File: config.mk
export PLATFORM = sky130hd
export DESIGN_NAME = uart_tx_core
export DESIGN_NICKNAME = d
export VERILOG_FILES = /design/src/rtl/uart_tx_pkg.sv /design/src/rtl/uart_tx_fifo.sv /design/src/rtl/uart_tx_shifter.sv /design/src/rtl/uart_tx_irq.sv /design/src/rtl/uart_tx_core.sv
export SDC_FILE = /design/constraint.sdc
export NUM_CORES = 1
export LEC_CHECK = 0
export ABC_AREA = 1
export BUFFER_PORTS_ARGS = -buffer_cell sky130_fd_sc_hd__clkbuf_2
export CAP_MARGIN = 20
export CORE_UTILIZATION = 63
export DETAILED_ROUTE_END_ITERATION = 16
export PLACE_DENSITY_LB_ADDON = 0.08
export RECOVER_POWER = 50
export SLEW_MARGIN = 40
export SYNTH_ARGS = -nofsm -noshare
export SYNTH_HDL_FRONTEND = slang
export SYNTH_SLANG_ARGS = --single-unit
File: constraint.sdc
create_clock -name clk -period 4.62 [get_ports clk]
set_clock_uncertainty 0.05 [all_clocks]
set_input_delay 1.386 -clock clk [delete_from_list [all_inputs] [get_ports clk]]
set_output_delay 1.386 -clock clk [all_outputs]
set_load 0.02 [all_outputs]
File: src/rtl/uart_tx_pkg.sv
package uart_tx_pkg;

    typedef enum logic [2:0] {
        ST_IDLE,
        ST_START,
        ST_DATA,
        ST_PARITY,
        ST_STOP
    } tx_state_e;

    typedef struct packed {
        logic [1:0] wlen;      // 0..3 -> 5..8 data bits
        logic       par_en;
        logic       par_even;
        logic       stop_two;
    } frame_cfg_t;

    function automatic logic [3:0] data_bits(input logic [1:0] wlen);
        return 4'd5 + {2'b00, wlen};
    endfunction

    function automatic logic [7:0] width_mask(input logic [1:0] wlen);
        return 8'hFF >> (2'd3 - wlen);
    endfunction

    function automatic logic parity_bit(input logic [7:0] data, input frame_cfg_t cfg);
        logic x;
        x = ^(data & width_mask(cfg.wlen));
        return cfg.par_even ? x : ~x;
    endfunction

endpackage

File: src/rtl/uart_tx_fifo.sv
module uart_tx_fifo #(
    parameter int WIDTH = 8,
    parameter int DEPTH = 64
) (
    input  logic             clk,
    input  logic             rst,
    input  logic             fifo_mode,
    input  logic             push,
    input  logic [WIDTH-1:0] din,
    input  logic             pop,
    output logic [WIDTH-1:0] dout,
    output logic             empty,
    output logic             full
);
    localparam int PW = (DEPTH > 1) ? $clog2(DEPTH) : 1;
    localparam int CW = $clog2(DEPTH + 1);

    logic [WIDTH-1:0] mem [DEPTH];
    logic [PW-1:0]    wr_ptr, rd_ptr;
    logic [CW-1:0]    count, cap;
    logic             do_push, do_pop;

    function automatic logic [PW-1:0] next_ptr(input logic [PW-1:0] p);
        return (p == PW'(DEPTH - 1)) ? '0 : p + 1'b1;
    endfunction

    assign cap     = fifo_mode ? CW'(DEPTH) : CW'(1);
    assign full    = (count >= cap);
    assign empty   = (count == '0);
    assign do_push = push & ~full;
    assign do_pop  = pop & ~empty;
    assign dout    = mem[rd_ptr];

    always_ff @(posedge clk) begin
        if (do_push) mem[wr_ptr] <= din;
    end

    always_ff @(posedge clk) begin
        if (rst) begin
            wr_ptr <= '0;
            rd_ptr <= '0;
            count  <= '0;
        end else begin
            if (do_push) wr_ptr <= next_ptr(wr_ptr);
            if (do_pop)  rd_ptr <= next_ptr(rd_ptr);
            count <= count + CW'(do_push) - CW'(do_pop);
        end
    end

    // occupancy never exceeds the storage
    a_r6_no_overflow: assert property (@(posedge clk) disable iff (rst)
        count <= CW'(DEPTH));

    // a write into a full queue leaves occupancy untouched
    a_r7_full_drop: assert property (@(posedge clk) disable iff (rst)
        (push && full && !pop) |=> (count == $past(count)));

endmodule

File: src/rtl/uart_tx_shifter.sv
module uart_tx_shifter
    import uart_tx_pkg::*;
#(
    parameter int TICKS_PER_BIT = 16
) (
    input  logic       clk,
    input  logic       rst,
    input  logic       tick,
    input  frame_cfg_t cfg,
    input  logic       have_data,
    input  logic [7:0] next_byte,
    output logic       take,
    output logic       txd,
    output logic       idle
);
    localparam int TW = $clog2(2 * TICKS_PER_BIT);
    localparam logic [TW-1:0] LAST_1  = TW'(TICKS_PER_BIT - 1);
    localparam logic [TW-1:0] LAST_15 = TW'(TICKS_PER_BIT + TICKS_PER_BIT / 2 - 1);
    localparam logic [TW-1:0] LAST_2  = TW'(2 * TICKS_PER_BIT - 1);

    tx_state_e  state;
    logic [7:0] shreg;
    frame_cfg_t cfg_q;
    logic       par_q;
    logic [TW-1:0] tcnt, last_tick;
    logic [2:0] bcnt;
    logic       bit_done, last_data;

    always_comb begin
        last_tick = LAST_1;
        if (state == ST_STOP && cfg_q.stop_two)
            last_tick = (cfg_q.wlen == 2'd0) ? LAST_15 : LAST_2;
    end

    assign bit_done  = tick && (state != ST_IDLE) && (tcnt == last_tick);
    assign last_data = (bcnt == 3'(data_bits(cfg_q.wlen) - 4'd1));
    assign take      = have_data && ((state == ST_IDLE) || (state == ST_STOP && bit_done));
    assign idle      = (state == ST_IDLE);

    always_comb begin
        case (state)
            ST_START:  txd = 1'b0;
            ST_DATA:   txd = shreg[0];
            ST_PARITY: txd = par_q;
            default:   txd = 1'b1;
        endcase
    end

    always_ff @(posedge clk) begin
        if (rst) begin
            state <= ST_IDLE;
            shreg <= '0;
            cfg_q <= '0;
            par_q <= 1'b0;
            tcnt  <= '0;
            bcnt  <= '0;
        end else if (take) begin
            state <= ST_START;
            shreg <= next_byte;
            cfg_q <= cfg;
            par_q <= parity_bit(next_byte, cfg);
            tcnt  <= '0;
            bcnt  <= '0;
        end else if (tick && state != ST_IDLE) begin
            if (bit_done) begin
                tcnt <= '0;
                case (state)
                    ST_START: state <= ST_DATA;
                    ST_DATA: begin
                        shreg <= shreg >> 1;
                        bcnt  <= bcnt + 3'd1;
                        if (last_data) state <= cfg_q.par_en ? ST_PARITY : ST_STOP;
                    end
                    ST_PARITY: state <= ST_STOP;
                    default:   state <= ST_IDLE;
                endcase
            end else begin
                tcnt <= tcnt + 1'b1;
            end
        end
    end

    // the start bit is left only after a full bit time of ticks
    a_r5_start_len: assert property (@(posedge clk) disable iff (rst)
        ($past(state) == ST_START && state != ST_START) |-> ($past(tcnt) == LAST_1));

    // the shifter becomes idle only out of the stop period
    a_r9_idle_from_stop: assert property (@(posedge clk) disable iff (rst)
        $rose(state == ST_IDLE) |-> ($past(state) == ST_STOP));

    // a parity bit is only ever sent for a frame that asked for one
    a_r3_parity_enabled: assert property (@(posedge clk) disable iff (rst)
        (state == ST_PARITY) |-> cfg_q.par_en);

    // a stop period runs straight into a start only when a byte waited
    a_r10_chain_needs_data: assert property (@(posedge clk) disable iff (rst)
        ($past(state) == ST_STOP && state == ST_START) |-> $past(have_data));

endmodule

File: src/rtl/uart_tx_irq.sv
module uart_tx_irq (
    input  logic clk,
    input  logic rst,
    input  logic thr_empty,
    input  logic ie,
    input  logic ack,
    output logic irq
);
    logic arm, arm_q, pend;

    assign arm = thr_empty & ie;
    assign irq = pend & arm;

    always_ff @(posedge clk) begin
        if (rst) begin
            arm_q <= 1'b0;
            pend  <= 1'b0;
        end else begin
            arm_q <= arm;
            if (arm && !arm_q) pend <= 1'b1;
            else if (ack)      pend <= 1'b0;
        end
    end

    // pending is raised only by an enabled empty condition
    a_r11_set_cause: assert property (@(posedge clk) disable iff (rst)
        $rose(pend) |-> $past(thr_empty && ie));

    // an acknowledge without a fresh empty event clears pending
    a_r12_ack_clears: assert property (@(posedge clk) disable iff (rst)
        (ack && arm_q) |=> !pend);

endmodule

File: src/rtl/uart_tx_core.sv
module uart_tx_core
    import uart_tx_pkg::*;
#(
    parameter int FIFO_DEPTH    = 64,
    parameter int TICKS_PER_BIT = 16
) (
    input  logic       clk,
    input  logic       rst,
    input  logic       tick,
    input  logic       fifo_en,
    input  logic       wr_en,
    input  logic [7:0] wr_data,
    input  logic [1:0] word_len,
    input  logic       par_en,
    input  logic       par_even,
    input  logic       stop_two,
    input  logic       thr_ie,
    input  logic       iid_rd,
    output logic       txd,
    output logic       thr_empty,
    output logic       tsr_empty,
    output logic       irq
);
    frame_cfg_t cfg;
    logic [7:0] head;
    logic       q_empty, q_full, take;

    assign cfg = '{wlen: word_len, par_en: par_en, par_even: par_even, stop_two: stop_two};
    assign thr_empty = q_empty;

    uart_tx_fifo #(.WIDTH(8), .DEPTH(FIFO_DEPTH)) i_queue (
        .clk(clk), .rst(rst), .fifo_mode(fifo_en),
        .push(wr_en), .din(wr_data), .pop(take),
        .dout(head), .empty(q_empty), .full(q_full)
    );

    uart_tx_shifter #(.TICKS_PER_BIT(TICKS_PER_BIT)) i_shift (
        .clk(clk), .rst(rst), .tick(tick), .cfg(cfg),
        .have_data(!q_empty), .next_byte(head),
        .take(take), .txd(txd), .idle(tsr_empty)
    );

    uart_tx_irq i_irq (
        .clk(clk), .rst(rst), .thr_empty(q_empty), .ie(thr_ie),
        .ack(iid_rd), .irq(irq)
    );

    // an empty queue stays empty until a write arrives
    a_r8_empty_holds: assert property (@(posedge clk) disable iff (rst)
        (thr_empty && !wr_en) |=> thr_empty);

    // the queue only empties by handing a byte to the shifter
    a_r8_empty_by_take: assert property (@(posedge clk) disable iff (rst)
        $rose(thr_empty) |-> $past(take));

    // a shifter taking data is busy on the next cycle
    a_r9_busy_after_take: assert property (@(posedge clk) disable iff (rst)
        take |=> !tsr_empty);

endmodule

After elaboration in Yosys (flattened, before gate mapping)
Memories as Yosys holds them, arrays and structs flattened. A register that Yosys moved wholly into a read port is not among the register bits. Index checks and enable logic that the tools add are counted.

Add/subtract/negate cells: 9. Magnitude comparators: 1. Equality and inequality tests: 10. Shifts and indexed selects: 1. Muxes and demuxes: 24. Bitwise logic cells: 8. Reductions and logical operators: 23.

Operators with widths (number): 8-bit 2-to-1 mux (4); 6-bit 2-to-1 mux (4); 6-bit by 1-bit adder with 6-bit output (second input constant) (2); 6-bit == test (second input constant) (2); 3-bit AND reduction (4); 5-bit 2-to-1 mux (2); 3-bit one-hot mux with 3 select lines (1); 8-bit AND (1); 1-bit 2-to-1 mux (8); 2-bit nonzero test (4); 8-bit parity (1); 8-bit by 2-bit right shift with 8-bit output (first input constant) (1); 7-bit by 1-bit adder with 7-bit output (1); 7-bit >= comparator (1); 7-bit zero test (1); 7-bit 2-to-1 mux (1); 7-bit by 1-bit subtractor with 7-bit output (1); 3-bit by 2-bit == test with 1-bit output (second input constant) (2); 1-bit logical AND (6); 3-bit 2-to-1 mux (2); 5-bit by 1-bit adder with 5-bit output (second input constant) (1); 5-bit == test (1); 1-bit AND (4); 4-bit 2-to-1 mux (1); other kinds (17) (20).

Bits in registers: 45. RAM bits: 512. Input bits: 20. Word-level logic and storage cells: 91. Memories kept: 1.

Memory list: i_queue.mem (depth 64, bits a word 8, rd ports 1, clocked after Yosys merged registers in 1, wr ports 1, line uart_tx_fifo.sv:18) `logic [WIDTH-1:0] mem [DEPTH];`.

Longest topological paths before layout
Gate-level depths: netlist (run 1).

Word-level depth: 11. Depth in mapped cells: 23.

Hierarchy
A second synthesis (run 1) with hierarchy kept.

Cells, all modules: 2201. Area, all modules: 23978.0 µm².

By module, submodules not included: uart_tx_fifo (instances 1, cells an instance 1964, area an instance 22416.5 µm², seq. area each 15875.2 µm²); uart_tx_shifter (instances 1, cells an instance 224, area an instance 1477.7 µm², seq. area each 480.5 µm²); uart_tx_irq (instances 1, cells an instance 12, area an instance 80.1 µm², seq. area each 40.0 µm²); uart_tx_core (instances 1, cells an instance 1, area an instance 3.8 µm², seq. area each 0.0 µm²).

Worst setup path after synthesis (run 1)
No wires, ideal clock.

Path kind: input port to flip-flop. From: input tick. To: register i_queue.count[6]. Setup time: 122 ps. Arrival time: 3827 ps. Path slack: 621 ps. Cell stages on the path: 21. Buffers on the path: 1. Cells stage by stage: o21ai_2 > nor3_1 > inv_1 > nor3_2 > inv_2 > nand2_1 > nand2_2 > inv_2 > buf_4 > ha_1 > inv_1 > ha_1 > fa_1 > a21oi_1 > o21bai_1 > inv_1 > nor2_1 > nor2_1 > o21bai_1 > o21ai_0 > a21oi_1.

Word-level cells in the longest chain between the ends: 7.

RTL lines: start: declaration (line uart_tx_core.sv:9) `input logic tick,`; 1-bit logical AND (2 in series) (line uart_tx_shifter.sv:35) `assign bit_done = tick && (state != ST_IDLE) && (tcnt == last_tick);`; 1-bit logical AND (line uart_tx_shifter.sv:37) `assign take = have_data && ((state == ST_IDLE) || (state == ST_STOP && bit_done));`; 1-bit logical OR (line uart_tx_shifter.sv:37); 1-bit logical AND (line uart_tx_shifter.sv:37); 1-bit AND (line uart_tx_fifo.sv:31) `assign do_pop = pop & ~empty;`; net i_queue.do_pop (line uart_tx_fifo.sv:21) `logic do_push, do_pop;`; 7-bit by 1-bit subtractor with 7-bit output (line uart_tx_fifo.sv:46) `count <= count + CW'(do_push) - CW'(do_pop);`; end signal: assignment (line uart_tx_fifo.sv:46); end: declaration (line uart_tx_fifo.sv:20) `logic [CW-1:0] count, cap;`.

The timed path passes the listed nets, and every way through them passes these cells. A chain may end at the register's enable or synchronous reset.

Worst setup path after layout (run 1)
From: input wr_data[2]. To: memory i_queue.mem[63][2], data pin.

RTL lines: start: declaration (line uart_tx_core.sv:12) `input logic [7:0] wr_data,`; end: declaration (line uart_tx_fifo.sv:18).

No word-level cell before the write port.

==> out/qor.txt, run 1 <==
layout net count: 2222
Hold Path Origin: i_irq.arm_q
WL/cell: 21.5 um
initial antenna violation count: 0
Cell Chain, Critical Path: clkbuf_2 -> dlygate4sd2_1
die width: 195 um
DRT Pass-1 Iters: 6
Post-synth ARST share: 0%
DP Worst Slack: 511 ps
Final ANT Viol Nets: 0
Core ar.: 0.0367 mm2
die height: 195 um
Max-cap violations: 8
number of DRC markers in iteration 0: 1864
Post-CTS Setup Bufs: 0
Vias: 16200
kind of critical path: input pin to flip-flop
share of the synthesized area in the top cell type: 65.4%
# setup viols final: 0
GRT overflow: 0
net count after synthesis: 2170
Antenna Cells: 0
FF-to-FF setup slack: 1050 ps
# rows: 70
Tot Pwr: 14.5 mW
worst-margin pin slew: 3170 ps
drc violations: 0
Worst EP required: 4510 ps
worst-path fanout max: 64
first-pass GRT wire length: 88.9 mm
hold path depth: 1
CP peak stage delay: 2360 ps
Worst-path clk slew: 60 ps
final wirelength: 58.0 mm
Tmin final: 3990 ps
placer congestion estimate: 0.933
Worst Hold Class: flip-flop to flip-flop
count leader, synth: nand2_1
DP Cell Count: 2594
fin cells: 2697
Yosys cell types: 43
failing checks: capacitance limit, slew limit
Slowest-stage cell, CP: dlygate4sd2_1
Max rail drop VDD: 0.000473 V
Worst Path Buf+Inv: 2
Yosys top cell by area: edfxtp_1
final worst slack: 629 ps
area grow syn2layout: 11.2%
YS warnings: 0
Tcrit/Tclk final: 86.4%
# fillers: 2579
sequential fraction of the synthesis area: 69.7%
Final Cell Area: 0.0261 mm2
DPL Wire Length: 34.5 mm
IO Pins: 24
area of the multi-input gates: 0.00616 mm2
initial core utilization: 64.1%
share of post-route cells with drive strength above 1: 8.93%
Slew HR: -111%
Peak Freq: 251 MHz
Synth Flop Type: edfxtp_1
CP Launch Type: input pin
EDFF count, synth: 512
hold endpoint: i_irq.pend
worst hold margin: 376 ps
Leak: 9.61 nW
largest net degree at the start of global routing: 134
clk_lat worst skew: 620 ps
clock buffer depth: 3
top cells by count, synth: 676 x nand2_1, 512 x edfxtp_1, 430 x nand3_1
clk sinks: 563
worst r2r dst: i_queue.count[6]
Post-Synthesis Cells: 2131
post-cts repair resize count: 0
Max H-tree Level: 2
Placed Area: 0.0243 mm2
r2r worst-path depth: 21
crit path capture type: flip-flop
worst endpoint data arrival time: 3880 ps
Reg2Reg Launch Point: i_shift.state[0]
Num CTS Buffers: 55
CTS root buffer: clkbuf_16
GRT Total Usage: 31.2%
Hold-fix buffers, CTS: 0
CTS tree: done
cell family contributing the most delay on the critical path: buffers and inverters
FF/Latch Area: 0.0164 mm2
RSZ-0062 raised after global routing: no
final core occ: 71.2%
IO buf count: 23
post-synthesis average cell area: 11.0 um2
vias per cell: 6.02
setup_tns: 0 ps
Synth area leaders: edfxtp_1 65%, nand2_1 11%, nand3_1 9.2%
post-synthesis cell area: 0.0235 mm2
fin. max-slew vios: 381
outcome: finished, violations left
Yosys reg bits: 563
vias in the first global route: 15800
Die ar.: 0.0381 mm2
Final Hold Fails: 0
PD cells: 556 mW/mm2
cells by family (layout without fill, tap and decap cells):
| kind of cell | count (synthesis) | after routing | synth area share, % |
|---|---|---|---|
| AOI/OAI and AO/OA | 110 | 110 | 2.63 |
| and+or+nand+nor | 1244 | 1244 | 22.4 |
| buffers and inverters | 191 | 289 | 4.06 |
| adders and majority gates | 19 | 19 | 1.04 |
| DFF | 563 | 563 | 69.7 |
| xor gates and xnor gates | 4 | 4 | 0.149 |
how the worst max path moves through the flow:
stage / startpoint / cells after the start / end / slack, ps
2_1_floorplan: tick / 21 / i_queue.count[6] / 620
5_1_grt: tick / 21 / i_queue.count[6] / 520
3_3_place_gp: tick / 21 / i_queue.count[6] / 560
6_report: wr_data[2] / 2 / i_queue.mem[63][2] / 630
3_5_place_dp: tick / 21 / i_queue.count[6] / 510
4_1_cts: i_queue.count[3] / 7 / irq / 920
per-layer routing:
layer	track usage, %	part of all wire, %	vias to the layer above
met3	5.16	9.8	140
met4	12.2	3.7	0
met5	0	0	-
li1	-	-	7512
met2	49.3	47	832
met1	43.7	40	7758
cell type report:
| class | instances | area share [%] |
|---|---|---|
| Clock buffer | 66 | 5.62 |
| Clock inverter | 37 | 1.63 |
| Inverter | 75 | 1.12 |
| Multi-Input combinational cell | 1377 | 23.6 |
| Sequential cell | 563 | 62.8 |
| Tap cell | 468 | 2.24 |
| Timing Repair Buffer | 111 | 3.07 |
power by group:
| group | internal (mW) | switching (mW) |
|---|---|---|
| Clock | 2.77 | 1.89 |
| Sequential | 5.71 | 0.152 |
| Combinational | 1.15 | 2.87 |
| Total | 9.63 | 4.91 |
flip-flops by register name (all words and copies together), names as in the netlist, named ones only:
signal          count
i_shift.bcnt        3
i_irq.arm_q         1
i_queue.count       7
i_queue.rd_ptr      6
i_irq.pend          1
i_shift.par_q       1
i_shift.cfg_q       4
i_shift.shreg       8
i_queue.wr_ptr      6
i_queue.mem       512
i_shift.tcnt        5
i_shift.state       3
cells in the final DEF, fill, tap and decap left out, types with 4 or more instances in the layout:
cell,netlist,routed
clkinv_1,0,9
edfxtp_1,512,512
ha_1,18,18
clkbuf_16,0,56
buf_4,11,71
nand2_1,676,677
dfxtp_1,51,48
clkinv_2,0,14
o21ai_0,47,47
a21oi_1,34,34
buf_12,0,4
clkbuf_1,24,20
o22ai_1,6,6
nor2_1,113,113
o211ai_1,6,6
clkbuf_2,0,21
nor3_1,9,10
inv_1,69,69
bufinv_16,0,9
nand4_1,5,5
nand3_1,430,430
Note: power is estimated with default switching activity, not from simulation.
==> inputs of run 2 (changes only) <==
- SYNTH_HIERARCHICAL: not set -> 1
==> run 2 against run 1 <==
Net effect:
- the run still ends with capacitance limit, slew limit left
- final area up 0.65%
- fmax down 3.9%
- core utilization down 1.2 points
- hold slack better by 29 ps
- synthesized cell count up 3.3%
- sequential share of layout area down 0.41 points
- largest power group unchanged
- highest routed layer unchanged
==> out/qor.txt, run 2 <==
DP Worst Slack: 380 ps (-131 ps)
layout net count: 2234 (+0.54%)
count leader, synth: nand2_1
Worst Path Buf+Inv: 2 (unchanged)
YS warnings: 6 (+6)
CP Launch Type: input pin
clock buffer depth: 3 (unchanged)
failing checks: capacitance limit, slew limit
Max-cap violations: 8 (unchanged)
placer congestion estimate: 0.904 (-3.2%)
Tmin final: 4150 ps (+163 ps)
share of the synthesized area in the top cell type: 64.1% (-1.3 points)
clk_lat worst skew: 610 ps (about the same)
# setup viols final: 0 (unchanged)
Hold Path Origin: i_irq/arm_q
cell family contributing the most delay on the critical path: buffers and inverters
Final Hold Fails: 0 (unchanged)
Largest Register: i_queue/mem
GRT overflow: 0 (unchanged)
die width: 197 um (+0.96%)
clk sinks: 563 (unchanged)
EDFF count, synth: 512 (unchanged)
CP peak stage delay: 1710 ps (-650 ps)
Slew HR: -67.3% (+44 points)
IO Pins: 24 (unchanged)
vias in the first global route: 15600 (-1.7%)
post-synthesis cell area: 0.0240 mm2 (+2.0%)
final worst slack: 465 ps (-163 ps)
# rows: 71 (+1.4%)
cell repeated most along the worst path: clkbuf_1
worst-path fanout max: 39 (-39%)
Worst-path clk slew: 60 ps (about the same)
worst endpoint data arrival time: 4170 ps (+290 ps)
initial core utilization: 63.8% (-0.28 points)
fin. max-slew vios: 285 (-25%)
Placed Area: 0.0244 mm2 (+0.46%)
Vias: 16200 (-0.52%)
Post-CTS Setup Bufs: 0 (unchanged)
Slowest-stage cell, CP: clkbuf_1
sequential fraction of the synthesis area: 68.4% (-1.3 points)
Leak: 9.65 nW (+0.37%)
wl on met1: 23.5 mm (+1.3%)
Peak Freq: 241 MHz (-3.9%)
commonest non-fill, non-tap cell in the layout: nand2_1
commonest cells after routing, fill and taps aside: 738 x nand2_1, 512 x edfxtp_1, 472 x nand3_1
WL met2: 28.2 mm (+4.6%)
vias per cell: 5.87 (-2.5%)
FF-to-FF setup slack: 810 ps (-240 ps)
kind of critical path: input pin to flip-flop
worst-margin pin slew: 2510 ps (-657 ps)
Reg2Reg Launch Point: i_queue/count[5]
die height: 197 um (+0.96%)
Post-synth ARST share: 0% (unchanged)
share of post-route cells with drive strength above 1: 6.91% (-2.0 points)
Worst Hold Class: flip-flop to flip-flop
max FFs per register: 512 (unchanged)
IO buf count: 23 (unchanged)
largest net degree at the start of global routing: 93 (-31%)
first-pass GRT wire length: 87.9 mm (-1.2%)
net count after synthesis: 2240 (+3.2%)
post-cts repair resize count: 0 (unchanged)
initial antenna violation count: 0 (unchanged)
Max rail drop VDD: 0.000363 V (-23%)
Die ar.: 0.0388 mm2 (+1.9%)
Yosys cell types: 45 (+4.7%)
Num CTS Buffers: 56 (+1.8%)
CP startpoint: wr_data[5]
DRT Pass-1 Iters: 6 (unchanged)
post-synthesis average cell area: 10.9 um2 (-1.3%)
area grow syn2layout: 9.73%
Max H-tree Level: 2 (unchanged)
GRT Total Usage: 30.6% (-0.61 points)
Core ar.: 0.0376 mm2 (+2.4%)
Synth area leaders: edfxtp_1 64%, nand2_1 12%, nand3_1 9.9%
DP Cell Count: 2648 (+2.1%)
drc violations: 0 (unchanged)
CTS tree: done
biggest regs: i_queue/mem: 512 flops, i_shift/shreg: 8 flops, i_queue/count: 7 flops
Post-Synthesis Cells: 2201 (+3.3%)
top cells by count, synth: 737 x nand2_1, 512 x edfxtp_1, 472 x nand3_1
Hold-fix buffers, CTS: 0 (unchanged)
RSZ-0062 raised after global routing: no
DR WL met3: 4.15 mm (-27%)
Yosys top cell by area: edfxtp_1
Tcrit/Tclk final: 89.9% (+3.5 points)
Worst EP required: 4640 ps (+130 ps)
final core occ: 70.0% (-1.2 points)
setup_tns: 0 ps (unchanged)
CTS root buffer: clkbuf_16
max layer used: met4
DPL Wire Length: 35.6 mm (+3.2%)
final wirelength: 58.2 mm (+0.24%)
Final ANT Viol Nets: 0 (unchanged)
WL/cell: 21.1 um (-1.8%)
fin cells: 2753 (+2.1%)
Final Cell Area: 0.0263 mm2 (+0.65%)
Antenna Cells: 0 (unchanged)
Cell Chain, Critical Path: clkbuf_1 -> clkbuf_1
Yosys reg bits: 563 (unchanged)
number of DRC markers in iteration 0: 1695 (-9.1%)
Synth Flop Type: edfxtp_1
outcome: finished, violations left
PD cells: 564 mW/mm2 (+1.3%)
crit path capture type: flip-flop
run 2: cell families (layout without fill, tap and decap cells):
family / count (synthesis) / in the layout / synth area share [%]
AO/OA/AOI/OAI: 61 / 61 / 1.41
flip-flops: 563 / 563 / 68.4
adder cells (fa/ha/maj): 19 / 19 / 1.02
XOR/XNOR: 6 / 6 / 0.219
AND/OR/NAND/NOR: 1359 / 1359 / 25.0
buffers and inverters: 193 / 234 / 3.92
run 2: per-layer routing:
layer	vias up	GRT usage (%)
met5	-	0
met2	697	50.0
met1	7723	41.3
met4	0	14.0
li1	7609	-
met3	129	3.84
run 2: where the power goes:
part | internal (mW) | leakage (nW) | switching (mW)
registers | 5.72 | 5.02 | 0.128
clock network | 2.98 | 0.960 | 1.88
logic | 1.20 | 3.66 | 2.93
run 2: cell type report:
type / count / area [um2]
Timing Repair Buffer: 52 / 380
Fill cell: 2760 / 11300
Sequential cell: 563 / 16400
Tap cell: 511 / 639
Clock inverter: 39 / 520
Inverter: 77 / 299
Clock buffer: 66 / 1460
Multi-Input combinational cell: 1445 / 6610
run 2: final timing paths:
| check | end | cells past startpoint |
|---|---|---|
| max | i_queue/mem[38][5] | 2 |
| min | i_irq/pend | 3 |
| max reg2reg | i_queue/count[4] | 19 |
| min reg2reg | i_irq/pend | 3 |
run 2: through the flow:
| step | hold slack [ps] | total power [mW] |
|---|---|---|
| floorplan | 372 | 8.97 |
| global placement | 382 | 9.95 |
| detailed placement | 392 | 10.1 |
| CTS | 408 | 14.9 |
| global route | 436 | 15.5 |
| finish | 405 | 14.8 |
==> inputs of run 3 (changes only) <==
- CORE_UTILIZATION: 63 -> 57
- clock period: 4.62 -> 3.8 ns (I/O delays scaled with it)
==> run 3 against run 2 <==
Net effect:
- the run still ends with capacitance limit, slew limit left
- register-to-register slack got worse by 410 ps
- clock power up 9.7%
- sequential power up 22%
- critical path depth is 8 higher
- combinational power up 24%
- sequential share of layout area is 0.78 points lower
- critical path type unchanged
- setup slack got worse by 300 ps
==> out/qor.txt, run 3 (synthesis gave the netlist of run 2 again) <==
die height: 207 um (+5.1%)
Vias: 16300 (+0.72%)
die width: 207 um (+5.1%)
largest net degree at the start of global routing: 129 (+39%)
worst hold margin: 396 ps (-9.57 ps)
max FFs per register: 512 (unchanged)
placer congestion estimate: 0.902 (-0.20%)
GRT overflow: 0 (unchanged)
Leak: 9.92 nW (+2.9%)
Core ar.: 0.0412 mm2 (+9.6%)
crit path capture type: flip-flop
initial core utilization: 58.2% (-5.6 points)
post-cts repair resize count: 0 (unchanged)
PD cells: 659 mW/mm2 (+17%)
vias per cell: 5.73 (-2.3%)
kind of critical path: input pin to flip-flop
worst endpoint data arrival time: 3890 ps (-280 ps)
DPL Wire Length: 35.6 mm (about the same)
share of post-route cells with drive strength above 1: 9.76% (+2.8 points)
r2r worst-path depth: 19 (unchanged)
Hold-fix buffers, CTS: 0 (unchanged)
Tmin final: 3630 ps
Die ar.: 0.0429 mm2 (+10%)
worst-margin pin slew: 2100 ps (-405 ps)
Worst Hold Class: flip-flop to flip-flop
Worst-path clk slew: 60 ps (about the same)
clk sinks: 563 (unchanged)
CTS root buffer: clkbuf_16
RSZ-0062 raised after global routing: no
Num CTS Buffers: 56 (unchanged)
Final ANT Viol Nets: 0 (unchanged)
DRT Pass-1 Iters: 6 (unchanged)
hold endpoint: i_irq/pend
drc violations: 0 (unchanged)
Worst Path Buf+Inv: 3 (+1)
failing checks: capacitance limit, slew limit
CP peak stage delay: 820 ps (-890 ps)
Largest Register: i_queue/mem
Reg2Reg Launch Point: i_queue/count[3]
Antenna Cells: 0 (unchanged)
worst-path fanout max: 8 (-79%)
initial antenna violation count: 0 (unchanged)
Cell Chain, Critical Path: clkbuf_2 -> inv_1 -> ha_1 -> a21oi_1 -> o21a_2 -> nand3_2 -> nor2_1 -> nand4_4 -> nor2_1 -> buf_4
CP startpoint: fifo_en
Hold Path Origin: i_irq/arm_q
outcome: finished, violations left
GRT Total Usage: 27.6% (-2.9 points)
cell repeated most along the worst path: nor2_1
first-pass GRT wire length: 89.5 mm (+1.8%)
area grow syn2layout: 11.1%
final wirelength: 58.2 mm (about the same)
Max H-tree Level: 2 (unchanged)
biggest regs: i_queue/mem: 512 flops, i_shift/shreg: 8 flops, i_queue/count: 7 flops
Final Hold Fails: 0 (unchanged)
Worst EP required: 4050 ps (-590 ps)
# setup viols final: 0 (unchanged)
cell family contributing the most delay on the critical path: simple AND/OR/NAND/NOR gates
Slew HR: -40.3% (+27 points)
fin. max-slew vios: 282 (-1.1%)
Tcrit/Tclk final: 95.6%
clk_lat worst skew: 610 ps (about the same)
IO Pins: 24 (unchanged)
number of DRC markers in iteration 0: 1473 (-13%)
vias in the first global route: 15700 (+1.1%)
WL/cell: 20.5 um (-3.0%)
Post-CTS Setup Bufs: 0 (unchanged)
final core occ: 64.7% (-5.4 points)
setup_tns: 0 ps (unchanged)
layout net count: 2302 (+3.0%)
Slowest-stage cell, CP: nor2_1
Max rail drop VDD: 0.000482 V (+33%)
IO buf count: 23 (unchanged)
FF-to-FF setup slack: 400 ps (-410 ps)
Max-cap violations: 8 (unchanged)
commonest non-fill, non-tap cell in the layout: nand2_1
commonest cells after routing, fill and taps aside: 738 x nand2_1, 512 x edfxtp_1, 472 x nand3_1
hold path depth: 3 (unchanged)
# rows: 74 (+4.2%)
Peak Freq: 275 MHz
Tot Pwr: 17.6 mW (+18%)
CP Launch Type: input pin
CTS tree: done
clock buffer depth: 3 (unchanged)
worst r2r dst: i_queue/count[4]
-- run 3: cell types whose count changed in the layout (fill, tap and decap cells not counted), moves of 2 or more --
cell | previous run | this run
buf_4 | 8 | 77
bufinv_16 | 13 | 5
buf_16 | 2 | 0
clkinv_4 | 0 | 2
buf_12 | 4 | 8
clkbuf_1 | 30 | 27
clkbuf_2 | 14 | 23
clkinvlp_4 | 3 | 1
-- run 3: worst max path at each step --
stage | to | slack (ps) | depth (start not counted)
2_1_floorplan | i_queue/count[4] | 280 | 14
3_3_place_gp | i_queue/count[4] | 90 | 15
3_5_place_dp | i_queue/count[4] | 70 | 15
4_1_cts | i_queue/count[4] | 430 | 19
5_1_grt | i_queue/mem[25][1] | 70 | 10
6_report | i_queue/mem[9][5] | 170 | 10
-- run 3: layout make-up --
cell class	instances	area [um2]
clock buffer	72	1480
clock inverter	29	274
fill	3255	14600
inverter	77	299
multi-input combinational	1445	6620
sequential	563	16400
tap	532	666
timing repair buffer	120	898
-- run 3: through the flow --
stage / cell area (um2) / setup WS (ps) / instances
detailed placement: 25000 / 67.2 / 2737
global route: 26600 / 70.3 / 2838
floorplan: 24000 / 279 / 2201
finish: 26600 / 166 / 2838
CTS: 26800 / 433 / 2838
global placement: 25000 / 91.4 / 2737
-- run 3: report_power, final --
part / total, mW / internal, mW / switching, mW
combinational: 5.12 / 1.49 / 3.62
clock: 5.33 / 3.08 / 2.25
sequential: 7.11 / 6.95 / 0.151
total: 17.6 / 11.5 / 6.02
-- run 3: tightest hold or removal path: stages (launching register included) --
cell,delay (ps)
dfxtp_1,300
inv_1,40
nand2_1,40
nand2_1,40
-- run 3: layer usage --
metal	global-route usage (%)	vias to the layer above	share of wire, %
met5	0	-	0
met4	11.2	0	3.4
met3	3.52	122	7.7
met2	43.8	671	47
met1	39.1	7738	42
li1	-	7744	-
